## src/rtl/fes_pkg.sv

```systemverilog
package fes_pkg;

    // events derived from inputs and current stage flags
    typedef struct packed {
        logic launch;   // begin a fetch
        logic end_ev;   // execute finished
        logic found_f;  // instruction located
        logic found_x;  // operand located
    } fes_ev_t;

    typedef struct packed {
        logic fetch;
        logic exec;
        logic arm;
    } fes_flags_t;

    typedef struct packed {
        logic search;
        logic start;
        logic drdy;
        logic inc;
    } fes_pulse_t;

    // set has priority over clear
    function automatic logic sr_next(input logic set, input logic clr, input logic q);
        return set ? 1'b1 : (clr ? 1'b0 : q);
    endfunction

endpackage

```

## src/rtl/fes_stage_flags.sv

```systemverilog
module fes_stage_flags
    import fes_pkg::*;
(
    input  logic       clk,
    input  logic       rst,
    input  logic       end_pulse,
    input  logic       step_pulse,
    input  logic       run_ok,
    input  logic       d0,
    input  logic       found,
    input  logic       need_operand,
    output fes_flags_t flags,
    output fes_ev_t    ev
);
    fes_flags_t q;
    logic idle;

    always_comb begin
        idle      = ~q.fetch & ~q.exec;
        ev.end_ev = end_pulse & q.exec;
        ev.launch = run_ok & (ev.end_ev | (idle & (end_pulse | step_pulse)));
        ev.found_f = found & q.fetch;
        ev.found_x = found & q.exec;
    end

    always_ff @(posedge clk) begin
        if (rst) begin
            q <= '0;
        end else begin
            q.fetch <= sr_next(ev.launch, ev.found_f, q.fetch);
            q.exec  <= sr_next(ev.found_f, ev.end_ev, q.exec);
            q.arm   <= sr_next(ev.launch | (ev.found_f & need_operand), d0, q.arm);
        end
    end

    assign flags = q;
endmodule

```

## src/rtl/fes_pulse_gen.sv

```systemverilog
module fes_pulse_gen
    import fes_pkg::*;
(
    input  logic       clk,
    input  logic       rst,
    input  fes_ev_t    ev,
    input  logic       armed,
    input  logic       d0,
    input  logic       inc_hold,
    output fes_pulse_t pulses
);
    always_ff @(posedge clk) begin
        if (rst) begin
            pulses <= '0;
        end else begin
            pulses.search <= armed & d0;
            pulses.start  <= ev.found_f;
            pulses.drdy   <= ev.found_x;
            pulses.inc    <= ev.end_ev & ~inc_hold;
        end
    end
endmodule

```

## src/rtl/fes_jump_window.sv

```systemverilog
module fes_jump_window
    import fes_pkg::*;
#(
    parameter bit SET_WINS = 1'b1
) (
    input  logic clk,
    input  logic rst,
    input  logic jump_taken,
    input  logic d18,
    output logic load_en
);
    logic q;
    generate
        if (SET_WINS) begin : g_set_first
            always_ff @(posedge clk) begin
                if (rst) q <= 1'b0;
                else     q <= sr_next(jump_taken, d18, q);
            end
        end else begin : g_clr_first
            always_ff @(posedge clk) begin
                if (rst) q <= 1'b0;
                else     q <= d18 ? 1'b0 : (jump_taken | q);
            end
        end
    endgenerate
    assign load_en = q;
endmodule

```

## src/rtl/fetch_exec_seq.sv

```systemverilog
module fetch_exec_seq
    import fes_pkg::*;
#(
    parameter bit JUMP_SET_WINS = 1'b1
) (
    input  logic clk,
    input  logic rst,
    input  logic end_pulse_i,
    input  logic step_pulse_i,
    input  logic run_ok_i,
    input  logic d0_i,
    input  logic d18_i,
    input  logic found_i,
    input  logic need_operand_i,
    input  logic jump_taken_i,
    input  logic inc_hold_i,
    output logic fetch_o,
    output logic exec_o,
    output logic search_o,
    output logic exec_start_o,
    output logic data_ready_o,
    output logic seq_inc_o,
    output logic jump_load_o
);
    fes_flags_t flags;
    fes_ev_t    ev;
    fes_pulse_t pulses;

    fes_stage_flags u_flags (
        .clk(clk), .rst(rst),
        .end_pulse(end_pulse_i), .step_pulse(step_pulse_i), .run_ok(run_ok_i),
        .d0(d0_i), .found(found_i), .need_operand(need_operand_i),
        .flags(flags), .ev(ev)
    );

    fes_pulse_gen u_pulses (
        .clk(clk), .rst(rst), .ev(ev), .armed(flags.arm), .d0(d0_i),
        .inc_hold(inc_hold_i), .pulses(pulses)
    );

    fes_jump_window #(.SET_WINS(JUMP_SET_WINS)) u_jump (
        .clk(clk), .rst(rst), .jump_taken(jump_taken_i), .d18(d18_i),
        .load_en(jump_load_o)
    );

    assign fetch_o      = flags.fetch;
    assign exec_o       = flags.exec;
    assign search_o     = pulses.search;
    assign exec_start_o = pulses.start;
    assign data_ready_o = pulses.drdy;
    assign seq_inc_o    = pulses.inc;
endmodule

```

## config.mk

```make
export PLATFORM = sky130hd
export DESIGN_NAME = fetch_exec_seq
export DESIGN_NICKNAME = d
export VERILOG_FILES = /design/src/rtl/fes_pkg.sv /design/src/rtl/fes_stage_flags.sv /design/src/rtl/fes_pulse_gen.sv /design/src/rtl/fes_jump_window.sv /design/src/rtl/fetch_exec_seq.sv
export SDC_FILE = /design/constraint.sdc
export NUM_CORES = 1
export LEC_CHECK = 0
export BUFFER_PORTS_ARGS = -buffer_cell sky130_fd_sc_hd__buf_2
export CAP_MARGIN = 15
export CORE_AREA = 2 2 39 41
export DETAILED_ROUTE_END_ITERATION = 16
export DIE_AREA = 0 0 41 43
export PLACE_DENSITY = 0.51
export SLEW_MARGIN = 10
export SYNTH_ARGS = -nofsm -noshare
export SYNTH_HDL_FRONTEND = slang
export SYNTH_SLANG_ARGS = --single-unit
```

## constraint.sdc

```tcl
create_clock -name clk -period 1 [get_ports clk]
set_input_delay 0.1 -clock clk [delete_from_list [all_inputs] [get_ports clk]]
set_output_delay 0.1 -clock clk [all_outputs]
set_load 0.01 [all_outputs]
```

* Word-level counts from Yosys, hierarchy flattened
Index checks and enable logic that the tools add are counted.
Storage, ports and cells: register bits 8, output and inout port bits 7, input bits 11, word-level logic and storage cells 35
Operators by class: reductions and logical operators 4, bitwise gates (word level) 15, muxes and demuxes 8
Operators by type and width (number):
- $and 1x1->1 | 9
- $mux 1 | 8
- $reduce_bool 2->1 | 4
- $not 1->1 | 3
- $or 1x1->1 | 3

* Depth between registers and ports, before layout
Gate-level depths: netlist of run 1.
depth in word-level cells 7, mapped depth 3, depth with buffers taken out 3

* Hierarchy
From an unflattened synthesis of run 1, not the netlist that was laid out.
Second synthesis, totals: cells, all modules 30, area, all modules 306.5 µm²
Modules (own cells, without submodules):
- fes_stage_flags | times used 1, area an instance 152.6 µm², cells an instance 18, sequential area each 60.1 µm²
- fes_pulse_gen | times used 1, area an instance 115.1 µm², cells an instance 8, sequential area each 80.1 µm²
- fes_jump_window | times used 1, area an instance 38.8 µm², cells an instance 4, sequential area each 20.0 µm²

* Worst setup path before layout of run 1
OpenSTA, ideal clock, no wires.
kind reg-to-reg, start register u_flags.q (netlist bit u_flags.flags[2]), end register u_flags.q (netlist bit u_flags.flags[0]), clock period less this slack 0.841 ns, buffers on the path 0, stages on the path, launching flop included 4, library setup time 0.124 ns, path slack 0.159 ns, data arrival time 0.717 ns, data required time 0.876 ns, cell sequence dfxtp_1 -> inv_2 -> o221ai_2 -> a21oi_1
Between the ends: cells in the longest elaborated chain, start to end 7, elaborated cells on any way between the ends 10, those cells by class mux: 1; bitwise: 8; reduce/logical: 1
RTL lines:
- start: declaration | line fes_stage_flags.sv:15 | fes_flags_t q;
- $not 1->1 | line fes_stage_flags.sv:19 | idle = ~q.fetch & ~q.exec;
- $and 1x1->1 | line fes_stage_flags.sv:19
- $and 1x1->1 | line fes_stage_flags.sv:21 | ev.launch = run_ok & (ev.end_ev | (idle & (end_pulse | step_pulse)));
- $or 1x1->1 | line fes_stage_flags.sv:21
- $and 1x1->1 | line fes_stage_flags.sv:21
- $or 1x1->1 (*) | line fes_stage_flags.sv:32 | q.arm <= sr_next(ev.launch | (ev.found_f & need_operand), d0, q.arm);
- $mux 1 or $reduce_bool 2->1 (tied branches)
Every way passes the cells marked *; elsewhere a longest branch is shown, timed or not. A chain may end at the register's enable or synchronous reset.

* Final worst setup path of run 1
start register u_flags.q (netlist bit u_flags.flags[1]), end output exec_o
RTL lines:
- end: declaration | line fetch_exec_seq.sv:18 | output logic exec_o,
No word-level cell between the ends.

==> results.md, run 1 <==
* Result of the run: finished clean
* Die outline width at 41 um
* Clock latency on the worst-skew pair at 250 ps
* WL per Instance at 8.476 um
* Fraction of synthesized cell area taken by the top area cell type at 58.18%
* CTS H-tree lvls at 1
* Worst hold path stage count at 2
* Reg2reg start: u_flags.flags[2]
* Number of buffers added to fix hold violations after cts at 0
* Fraction of final layout cells sized beyond drive strength 1 at 51.06%
* Resize count post-CTS at 0
* Type of the tightest min-delay check: in -> reg
* Start point of the critical path: u_flags.flags[1]
* Capture point of the worst reg-to-reg path: u_flags.flags[0]
* Max incr delay on CP at 410 ps
* DRT Pass-1 Iters at 4
* Post-synthesis register bit count at 8
* Netlist Area Pre-Place at 275.3 um^2
* Time the worst path needs with I/O delays and setup at 928.1 ps
* Fill count at 151
* Post-DR vias/cell at 3.952
* Global-route usage over all layers at 7.445%
* Worst path depth at 1
* CTS tree: built
* Overall die area at 1763 um^2
* Number of placed I/O pins at 18
* RSZ-0062 raised after global routing: no
* Share of synthesized area occupied by flip-flops and latches at 58.18%
* Post-CTS clock slew at the launch and capture registers of the worst setup and hold paths at 50 ps
* Worst Max-Slew Pin Slew at 188.5 ps
* Post-synthesis to final-layout area growth at 46.36%
* Overflow left after global routing at 0
* Worst setup SP type: flop
* Overall routed net length at 534 um
* Number of buffers created by CTS at 3
* Final-report setup violation count at 0
* Power per cell area at 1605 nW/um^2
* DRT antenna net count at 0
* Peak Freq at 1.077 GHz
* Final GP Congestion at 0.6720
* Avg Synthesized Cell Area at 10.19 um^2
* TritonCTS Sinks at 8
* Final layout net count at 60
* Initial antenna violation count at 0
* Reg2reg setup slack at 160 ps
* Peak fanout along the critical path at 6
* Top cells by area, synth: dfxtp_1, a21oi_1, o221ai_2
* Number of failing hold endpoints at the final stage at 0
* DPL Wire Length at 432 um
* Port Buffers at 17
* Category of the critical setup timing path: reg -> out
* Critical Path Sink: exec_o
* LEAKAGE at 0.2005 nW
* Sequence of cells on the critical path: buf_2
* Core footprint at 1384 um^2
* Max cap viols at 0
* Drt first-iter violations at 2
* Number of diodes added for antenna fixing at 0
* Critical path's top delay family: flip-flops
* Highest-delay cell along the critical path: dfxtp_1
* Initial Utilization at 19.89%
* Number of warnings issued by yosys at 0
* Residual DRC at 0
* Count of pins over their slew limit at 0
* Synthesized netlist net count at 38
* Worst-case clock skew at 0.1557 ps
* Post-synthesis cell count at 27
* Chip height at 43 um
* Max-slew headroom at the worst pin at 87.26%
* Number of global-route vias before repair at 215
* CTS Buffer Depth at 2
* CTS Root Cell: clkbuf_4
* Final cycle utilization of the critical path at 92.81%
* Number of buffer and inverter stages on the critical path at 1
* Setup total negative slack at 0 ps
* Total power draw at 646.8 uW
* Worst EP required at 900 ps
* Start point of the worst min-delay path: inc_hold_i
* Maximum vdd ir drop at 0.4256 mV
* R2R cell count at 3
* Row count at 14
* Distinct cells, synth at 12
* First-pass GRT wire length at 786 um
* Arrival @ worst endpoint at 830 ps
* Sort of element at the end of the critical path: primary output
* Area leader, netlist: dfxtp_1
* Maximum number of pins on one net before global-route repair at 9
* Buffers inserted by post-CTS timing repair at 0
* Overall via count from detail_route at 249
-- state kept, by name, indices dropped and copies added, names as in the netlist --
name and flops:
u_flags.flags 3, u_jump.load_en 1, u_pulses.pulses 4
-- how the worst min path moves through the flow --
stage / endpoint / slack (ps)
finish: u_pulses.pulses[0] / 10
detailed placement: u_pulses.pulses[0] / 270
CTS: u_pulses.pulses[0] / 0.3
floorplan: u_flags.flags[0] / 170
global placement: u_pulses.pulses[0] / 270
global route: u_pulses.pulses[0] / 10
-- metal layers --
metal,vias to the layer above,track usage (%),routed length [um]
li1,134,-,-
met1,105,7.767,222
met2,10,9.063,244
met3,0,3.141,67
met4,0,10.00,0
met5,-,0,0
-- layout by cell type (no fill, tap or decap), drive strengths merged --
cell type / count
a21oi: 4
a32oi: 1
and3b: 1
buf: 17
clkbuf: 3
dfxtp: 8
inv: 3
nand2: 2
nand2b: 2
nor2: 3
nor2b: 1
nor4bb: 1
o221ai: 1
-- where the power goes --
| part | total [mW] | internal [mW] | switching [mW] |
|---|---|---|---|
| registers | 0.343 | 0.333 | 0.00938 |
| clock network | 0.236 | 0.137 | 0.0994 |
| logic | 0.0680 | 0.0362 | 0.0318 |
| total | 0.647 | 0.506 | 0.141 |
-- synthesized netlist by cell type, drive strengths merged --
cell type and instances:
inv 3, nor4bb 1, and3b 1, nor2 3, a21oi 4, o221ai 1
dfxtp 8, a32oi 1, nand2 2, nand2b 2, nor2b 1
-- cells by family after synthesis --
kind of cell,after synthesis,synth area share [%]
compound gates,6,15.91
buf+inv,3,4.091
flops,8,58.18
simple gates,10,21.82
-- per-stage QoR --
stage               hold WS, ps  cells  instance area, um^2  utilization [%]  setup WS, ps
floorplan                 169.1     27                275.3                -         158.9
global placement          273.9     60                380.4            27.49         164.7
detailed placement        270.8     60                380.4            27.49         158.3
CTS                      0.2639     63                402.9            29.11         54.10
global route              10.42     63                402.9            29.11         19.39
finish                    12.12     63                402.9            29.11         71.86
-- final cells by class --
| type | count | area (um^2) | area share [%] |
|---|---|---|---|
| sequential | 8 | 160.2 | 39.75 |
| tap | 16 | 20.02 | 4.969 |
| clock buffer | 3 | 22.52 | 5.590 |
| multi-input combinational | 16 | 103.9 | 25.78 |
| timing repair buffer | 17 | 85.08 | 21.12 |
| inverter | 3 | 11.26 | 2.795 |
No activity file was read; power rests on OpenSTA's default activity.
==> run 2: changes to the inputs <==
--- a/config.mk
+++ b/config.mk
@@ -10,7 +10,7 @@
 export CORE_AREA = 2 2 39 41
 export DETAILED_ROUTE_END_ITERATION = 16
 export DIE_AREA = 0 0 41 43
-export PLACE_DENSITY = 0.51
+export SETUP_SLACK_MARGIN = 0.5
 export SLEW_MARGIN = 10
 export SYNTH_ARGS = -nofsm -noshare
 export SYNTH_HDL_FRONTEND = slang
==> run 2 against run 1 <==
  * Cell area increased by 11%
  * Maximum frequency increased by 12%
  * Count of clock-buffer cells in the layout unchanged
  * Critical path depth unchanged
  * Worst setup slack improved by 100 ps
  * Global-route usage increased by 0.70 points
  * Via count increased by 2.0%
  * Clock power about the same
  * Routed wire length increased by 5.6%
  * Cell count unchanged
  * Largest cell class unchanged
  * Combinational power increased by 20%
  * Largest power group unchanged
==> results.md, run 2 (synthesis results as in run 1) <==
* Result of the run: finished clean
* Worst-case clock skew at 1.496 ps (+1.340 ps)
* Port Buffers at 17 (unchanged)
* Final cell count without fillers at 63 (unchanged)
* Overflow left after global routing at 0 (unchanged)
* Number of placed instances with taps included at 60 (unchanged)
* RSZ-0062 raised after global routing: yes
* Sequence of cells on the critical path: buf_6
* Final GP Congestion at 0.6971 (+3.7%)
* Busiest metal layer after global routing: met2
* Peak Freq at 1.208 GHz (+12%)
* Number of placed I/O pins at 18 (unchanged)
* Fraction of final layout cells sized beyond drive strength 1 at 68.09% (+17 points)
* Worst EP required at 900 ps (about the same)
* Row count at 14 (unchanged)
* DRT antenna net count at 0 (unchanged)
* TritonCTS Sinks at 8 (unchanged)
* Met1 Resource Use GR at 9.061% (+1.3 points)
* Post-DR vias/cell at 4.032 (+2.0%)
* Number of buffers added to fix hold violations after cts at 0 (unchanged)
* Critical path's top delay family: flip-flops
* Category of the critical setup timing path: reg -> out
* Setup total negative slack at 0 ps (unchanged)
* Post-synthesis to final-layout area growth at 61.82%
* Global-route track usage on met3 at 4.712% (+1.6 points)
* Clock latency on the worst-skew pair at 240 ps (about the same)
* Highest-delay cell along the critical path: dfxtp_4
* Number of global-route vias before repair at 249 (+16%)
* Time the worst path needs with I/O delays and setup at 827.9 ps (-100.3 ps)
* Final cycle utilization of the critical path at 82.79% (-10 points)
* Largest register FFs at 4 (unchanged)
* Maximum vdd ir drop at 0.5455 mV (+28%)
* Residual DRC at 0 (unchanged)
* Overall via count from detail_route at 254 (+2.0%)
* Number of failing hold endpoints at the final stage at 0 (unchanged)
* Die outline width at 41 um (unchanged)
* Final layout net count at 60 (unchanged)
* Leading cell types in the layout, fill and taps excluded: buf_2, dfxtp_1
* CTS Buffer Depth at 2 (unchanged)
* Most common cell after layout, fill and taps aside: buf_2
* Number of diodes added for antenna fixing at 0 (unchanged)
* CTS H-tree lvls at 1 (unchanged)
* First-pass GRT wire length at 890 um (+13%)
* CTS tree: built
* Chip height at 43 um (unchanged)
* Max-slew headroom at the worst pin at 87.11% (-0.16 points)
* Initial Utilization at 19.89% (unchanged)
* Reg2reg setup slack at 200 ps (+40 ps)
* Core Util, Final at 32.19% (+3.1 points)
* Number of buffer and inverter stages on the critical path at 1 (unchanged)
* DPL Wire Length at 433.5 um (+0.35%)
* Worst setup SP type: flop
* Met2 capacity usage during global routing at 10.00% (+0.94 points)
* Type of the tightest min-delay check: in -> reg
* Max cap viols at 0 (unchanged)
* End point of the worst hold path: u_pulses.pulses[0]
* Worst Max-Slew Pin Slew at 190.8 ps (+2.313 ps)
* Final-report setup violation count at 0 (unchanged)
* DRT Pass-1 Iters at 2 (-2)
* Power per cell area at 1484 nW/um^2 (-7.6%)
* Total power draw at 661.0 uW (+2.2%)
* Register with the most flip-flops: u_pulses.pulses
* Reg2reg start: u_flags.flags[2]
* Capture point of the worst reg-to-reg path: u_flags.flags[2]
* Max incr delay on CP at 380 ps (-30 ps)
* WL per Instance at 8.952 um (+5.6%)
* Arrival @ worst endpoint at 730 ps (-100 ps)
* Sort of element at the end of the critical path: primary output
* Overall routed net length at 564 um (+5.6%)
* Start point of the critical path: u_flags.flags[1]
* Initial antenna violation count at 0 (unchanged)
* Peak fanout along the critical path at 6 (unchanged)
* LEAKAGE at 0.2066 nW (+3.0%)
* Maximum number of pins on one net before global-route repair at 9 (unchanged)
* Global-route usage over all layers at 8.149% (+0.70 points)
* Post-CTS clock slew at the launch and capture registers of the worst setup and hold paths at 50 ps (about the same)
* CTS Root Cell: clkbuf_4
* Worst hold path stage count at 2 (unchanged)
* R2R cell count at 3 (unchanged)
* Buffers inserted by post-CTS timing repair at 0 (unchanged)
* Start point of the worst min-delay path: inc_hold_i
* Count of pins over their slew limit at 0 (unchanged)
* Overall die area at 1763 um^2 (unchanged)
* Number of buffers created by CTS at 3 (unchanged)
* Drt first-iter violations at 2 (unchanged)
* Core footprint at 1384 um^2 (unchanged)
[run 2: final cells by class]
class	instances	area, um^2
Timing Repair Buffer	17	103.9
Tap cell	16	20.02
Inverter	3	11.26
Fill cell	147	938.4
Clock buffer	3	22.52
Sequential cell	8	170.2
Multi-Input combinational cell	16	117.6
[run 2: where the power goes]
group          total [mW]  switching (mW)  leakage, nW  internal [mW]
clock network       0.233          0.0969       0.0138          0.136
registers           0.346          0.0129       0.0674          0.333
logic              0.0818          0.0356        0.125         0.0463
total               0.661           0.145        0.207          0.516
[run 2: how the worst max path moves through the flow]
stage	to	slack (ps)	cells past startpoint
final	exec_o	170	1
after global routing	u_flags.flags[2]	150	3
after CTS	exec_o	160	1
after detailed placement	u_flags.flags[0]	210	3
after global placement	u_flags.flags[0]	210	3
after floorplan	u_flags.flags[0]	250	3
[run 2: metal layers]
layer  up-vias  routed length, um
met5         -                  0
met4         0                 10
met3         2                 49
met2        11                251
met1       108                253
li1        133                  -
[run 2: timing repair]
item                                    CTS  global route
gates resized for setup                   7             2
endpoints found under the setup margin   15            15
pin swaps                                 2             0
[run 2: through the flow]
| step | instance area (um^2) | hold WS [ps] | setup WS, ps |
|---|---|---|---|
| after floorplan | 282.8 | 159.4 | 254.5 |
| after global placement | 387.9 | 270.6 | 205.8 |
| after detailed placement | 387.9 | 273.4 | 212.8 |
| after CTS | 437.9 | 8.702 | 159.4 |
| after global routing | 445.4 | 15.08 | 150.0 |
| final | 445.4 | 12.24 | 172.1 |
==> run 3: changes to the inputs <==
==> constraint.sdc (replaced) <==
create_clock -name clk -period 0.8 [get_ports clk]
set_input_delay 0.08 -clock clk [delete_from_list [all_inputs] [get_ports clk]]
set_output_delay 0.08 -clock clk [all_outputs]
set_load 0.01 [all_outputs]
==> run 3 against run 2 <==
  * The run now ends with hold timing, setup timing left
  * Sequential power grew 25%
  * First-iteration DRC count shrank 50%
  * Worst hold slack lost 25 ps
  * Die area is the same
  * Critical path depth is the same
  * Sequential share of layout area shrank 1.6 points
  * Highest routed layer is now met3
  * Register-to-register slack lost 210 ps
  * Count of clock-buffer cells in the layout grew 1
  * Sequential cell count is the same
==> results.md, run 3 (synthesis results as in run 1) <==
* Chip height at 43 um (unchanged)
* CTS tree: built
* Capture point of the worst reg-to-reg path: u_flags.flags[2]
* Overall via count from detail_route at 261 (+2.8%)
* Critical path's top delay family: flip-flops
* Time the worst path needs with I/O delays and setup at 819.1 ps
* Post-DR vias/cell at 4.078 (+1.2%)
* Peak Freq at 1.221 GHz
* Number of global-route vias before repair at 246 (-1.2%)
* Result of the run: complete, but fails checks
* Number of placed instances with taps included at 60 (unchanged)
* Highest-delay cell along the critical path: dfxtp_4
* Overall die area at 1763 um^2 (unchanged)
* Core footprint at 1384 um^2 (unchanged)
* Worst setup SP type: flop
* Crit path setup slack, layout at -19.11 ps (-191.2 ps)
* Reg2reg setup slack at -10 ps (-210 ps)
* DPL Wire Length at 483.3 um (+11%)
* Worst EP required at 720 ps (-180 ps)
* Power per cell area at 1810 nW/um^2 (+22%)
* Max cap viols at 0 (unchanged)
* Critical Path Sink: fetch_o
* Clock latency on the worst-skew pair at 250 ps (about the same)
* Total power draw at 867.1 uW (+31%)
* Post-synthesis to final-layout area growth at 74.09%
* Count of pins over their slew limit at 0 (unchanged)
* Worst-case clock skew at 12.33 ps (+10.84 ps)
* Number of diodes added for antenna fixing at 0 (unchanged)
* Failing checks: hold timing, setup timing
* Die outline width at 41 um (unchanged)
* Leading cell types in the layout, fill and taps excluded: buf_2, buf_6, dfxtp_2
* Footprint of the flip-flops and latches at 175.2 um^2 (+2.9%)
* LEAKAGE at 0.2123 nW (+2.8%)
* Overflow left after global routing at 0 (unchanged)
* Number of buffer and inverter stages on the critical path at 1 (unchanged)
* Sequence of cells on the critical path: buf_6
* RSZ-0062 raised after global routing: yes
* Pre-CTS setup slack at 28.10 ps (-184.7 ps)
* TritonCTS Sinks at 8 (unchanged)
* Largest register FFs at 4 (unchanged)
* Number of placed I/O pins at 18 (unchanged)
* Initial antenna violation count at 0 (unchanged)
* Max-slew headroom at the worst pin at 87.39% (+0.28 points)
* Setup total negative slack at -44.86 ps (-44.86 ps)
* Type of the tightest min-delay check: in -> reg
* Max incr delay on CP at 360 ps (-20 ps)
* Start point of the worst min-delay path: inc_hold_i
* DRT antenna net count at 0 (unchanged)
* Category of the critical setup timing path: reg -> out
* WL per Instance at 9.750 um (+8.9%)
* Fill count at 146 (-0.68%)
* Final non-filler cell area at 479.2 um^2 (+7.6%)
* Sort of element at the end of the critical path: primary output
* First-pass GRT wire length at 972 um (+9.2%)
* Port Buffers at 17 (unchanged)
* Worst Max-Slew Pin Slew at 186.7 ps (-4.131 ps)
* Total area of multi-input combinational cells at 117.6 um^2 (unchanged)
* Final-report setup violation count at 3 (+3)
* Final layout net count at 60 (unchanged)
* Register with the most flip-flops: u_pulses.pulses
* Number of buffers created by CTS at 3 (unchanged)
* Drt first-iter violations at 1 (-1)
* Worst path depth at 1 (unchanged)
* Row count at 14 (unchanged)
* Final hold slack at -12.30 ps (-24.53 ps)
* Global-route usage over all layers at 9.265% (+1.1 points)
* Maximum vdd ir drop at 0.6807 mV (+25%)
* CTS H-tree lvls at 1 (unchanged)
* Final cell count without fillers at 64 (+1.6%)
* DRT Pass-1 Iters at 3 (+1)
* Final cycle utilization of the critical path at 102.4%
* R2R cell count at 3 (unchanged)
* CTS Root Cell: clkbuf_4
* Most common cell after layout, fill and taps aside: buf_2
* Residual DRC at 0 (unchanged)
* Core Util, Final at 34.63% (+2.4 points)
* Peak fanout along the critical path at 5 (-1)
* Overall routed net length at 624 um (+11%)
* Final GP Congestion at 0.7099 (+1.8%)
* Buffers inserted by post-CTS timing repair at 0 (unchanged)
* Fraction of final layout cells sized beyond drive strength 1 at 75.00% (+6.9 points)
* Post-CTS clock slew at the launch and capture registers of the worst setup and hold paths at 60 ps (about the same)
* Arrival @ worst endpoint at 740 ps (about the same)
* CTS Buffer Depth at 2 (unchanged)
* Maximum number of pins on one net before global-route repair at 9 (unchanged)
* Number of failing hold endpoints at the final stage at 1 (+1)
* Start point of the critical path: u_flags.flags[2]
* Reg2reg start: u_flags.flags[2]
* Post-DP Area at 394.1 um^2 (+1.6%)
* Initial Utilization at 19.89% (unchanged)
[run 3: changes by cell type in the layout (fill, tap and decap cells not counted)]
| cell | change |
|---|---|
| buf_6 | +4 |
| dfxtp_1 | -4 |
| clkbuf_1 | +1 |
| dfxtp_2 | +4 |
| buf_2 | -4 |
[run 3: cell type report]
cell class	count	share of cell area, %
sequential	8	36.55
multi-input combinational	16	24.54
tap	16	4.178
inverter	3	2.350
clock buffer	4	5.483
timing repair buffer	17	26.89
[run 3: how the worst min path moves through the flow]
| stage | to | cells past startpoint |
|---|---|---|
| 2_1_floorplan | u_flags.flags[1] | 1 |
| 3_3_place_gp | u_pulses.pulses[0] | 2 |
| 3_5_place_dp | u_pulses.pulses[0] | 2 |
| 4_1_cts | u_pulses.pulses[0] | 2 |
| 5_1_grt | u_pulses.pulses[0] | 2 |
| 6_report | u_pulses.pulses[0] | 2 |
[run 3: what timing repair did]
action	CTS	global route
endpoints found under the setup margin	15	15
hold endpoints to repair	1	1
pin swaps	4	2
gates resized for setup	10	2
[run 3: power breakdown]
part | internal [mW] | switching [mW]
sequential | 0.417 | 0.0174
clock | 0.190 | 0.134
combinational | 0.0623 | 0.0466
[run 3: layer usage]
metal  share of wire, %  track usage [%]  vias to the layer above
li1                   -                -                      132
met4                  0            6.000                        0
met5                  0                0                        -
met2                 51            13.75                       12
met3                8.3            7.853                        0
met1                 41            7.792                      117
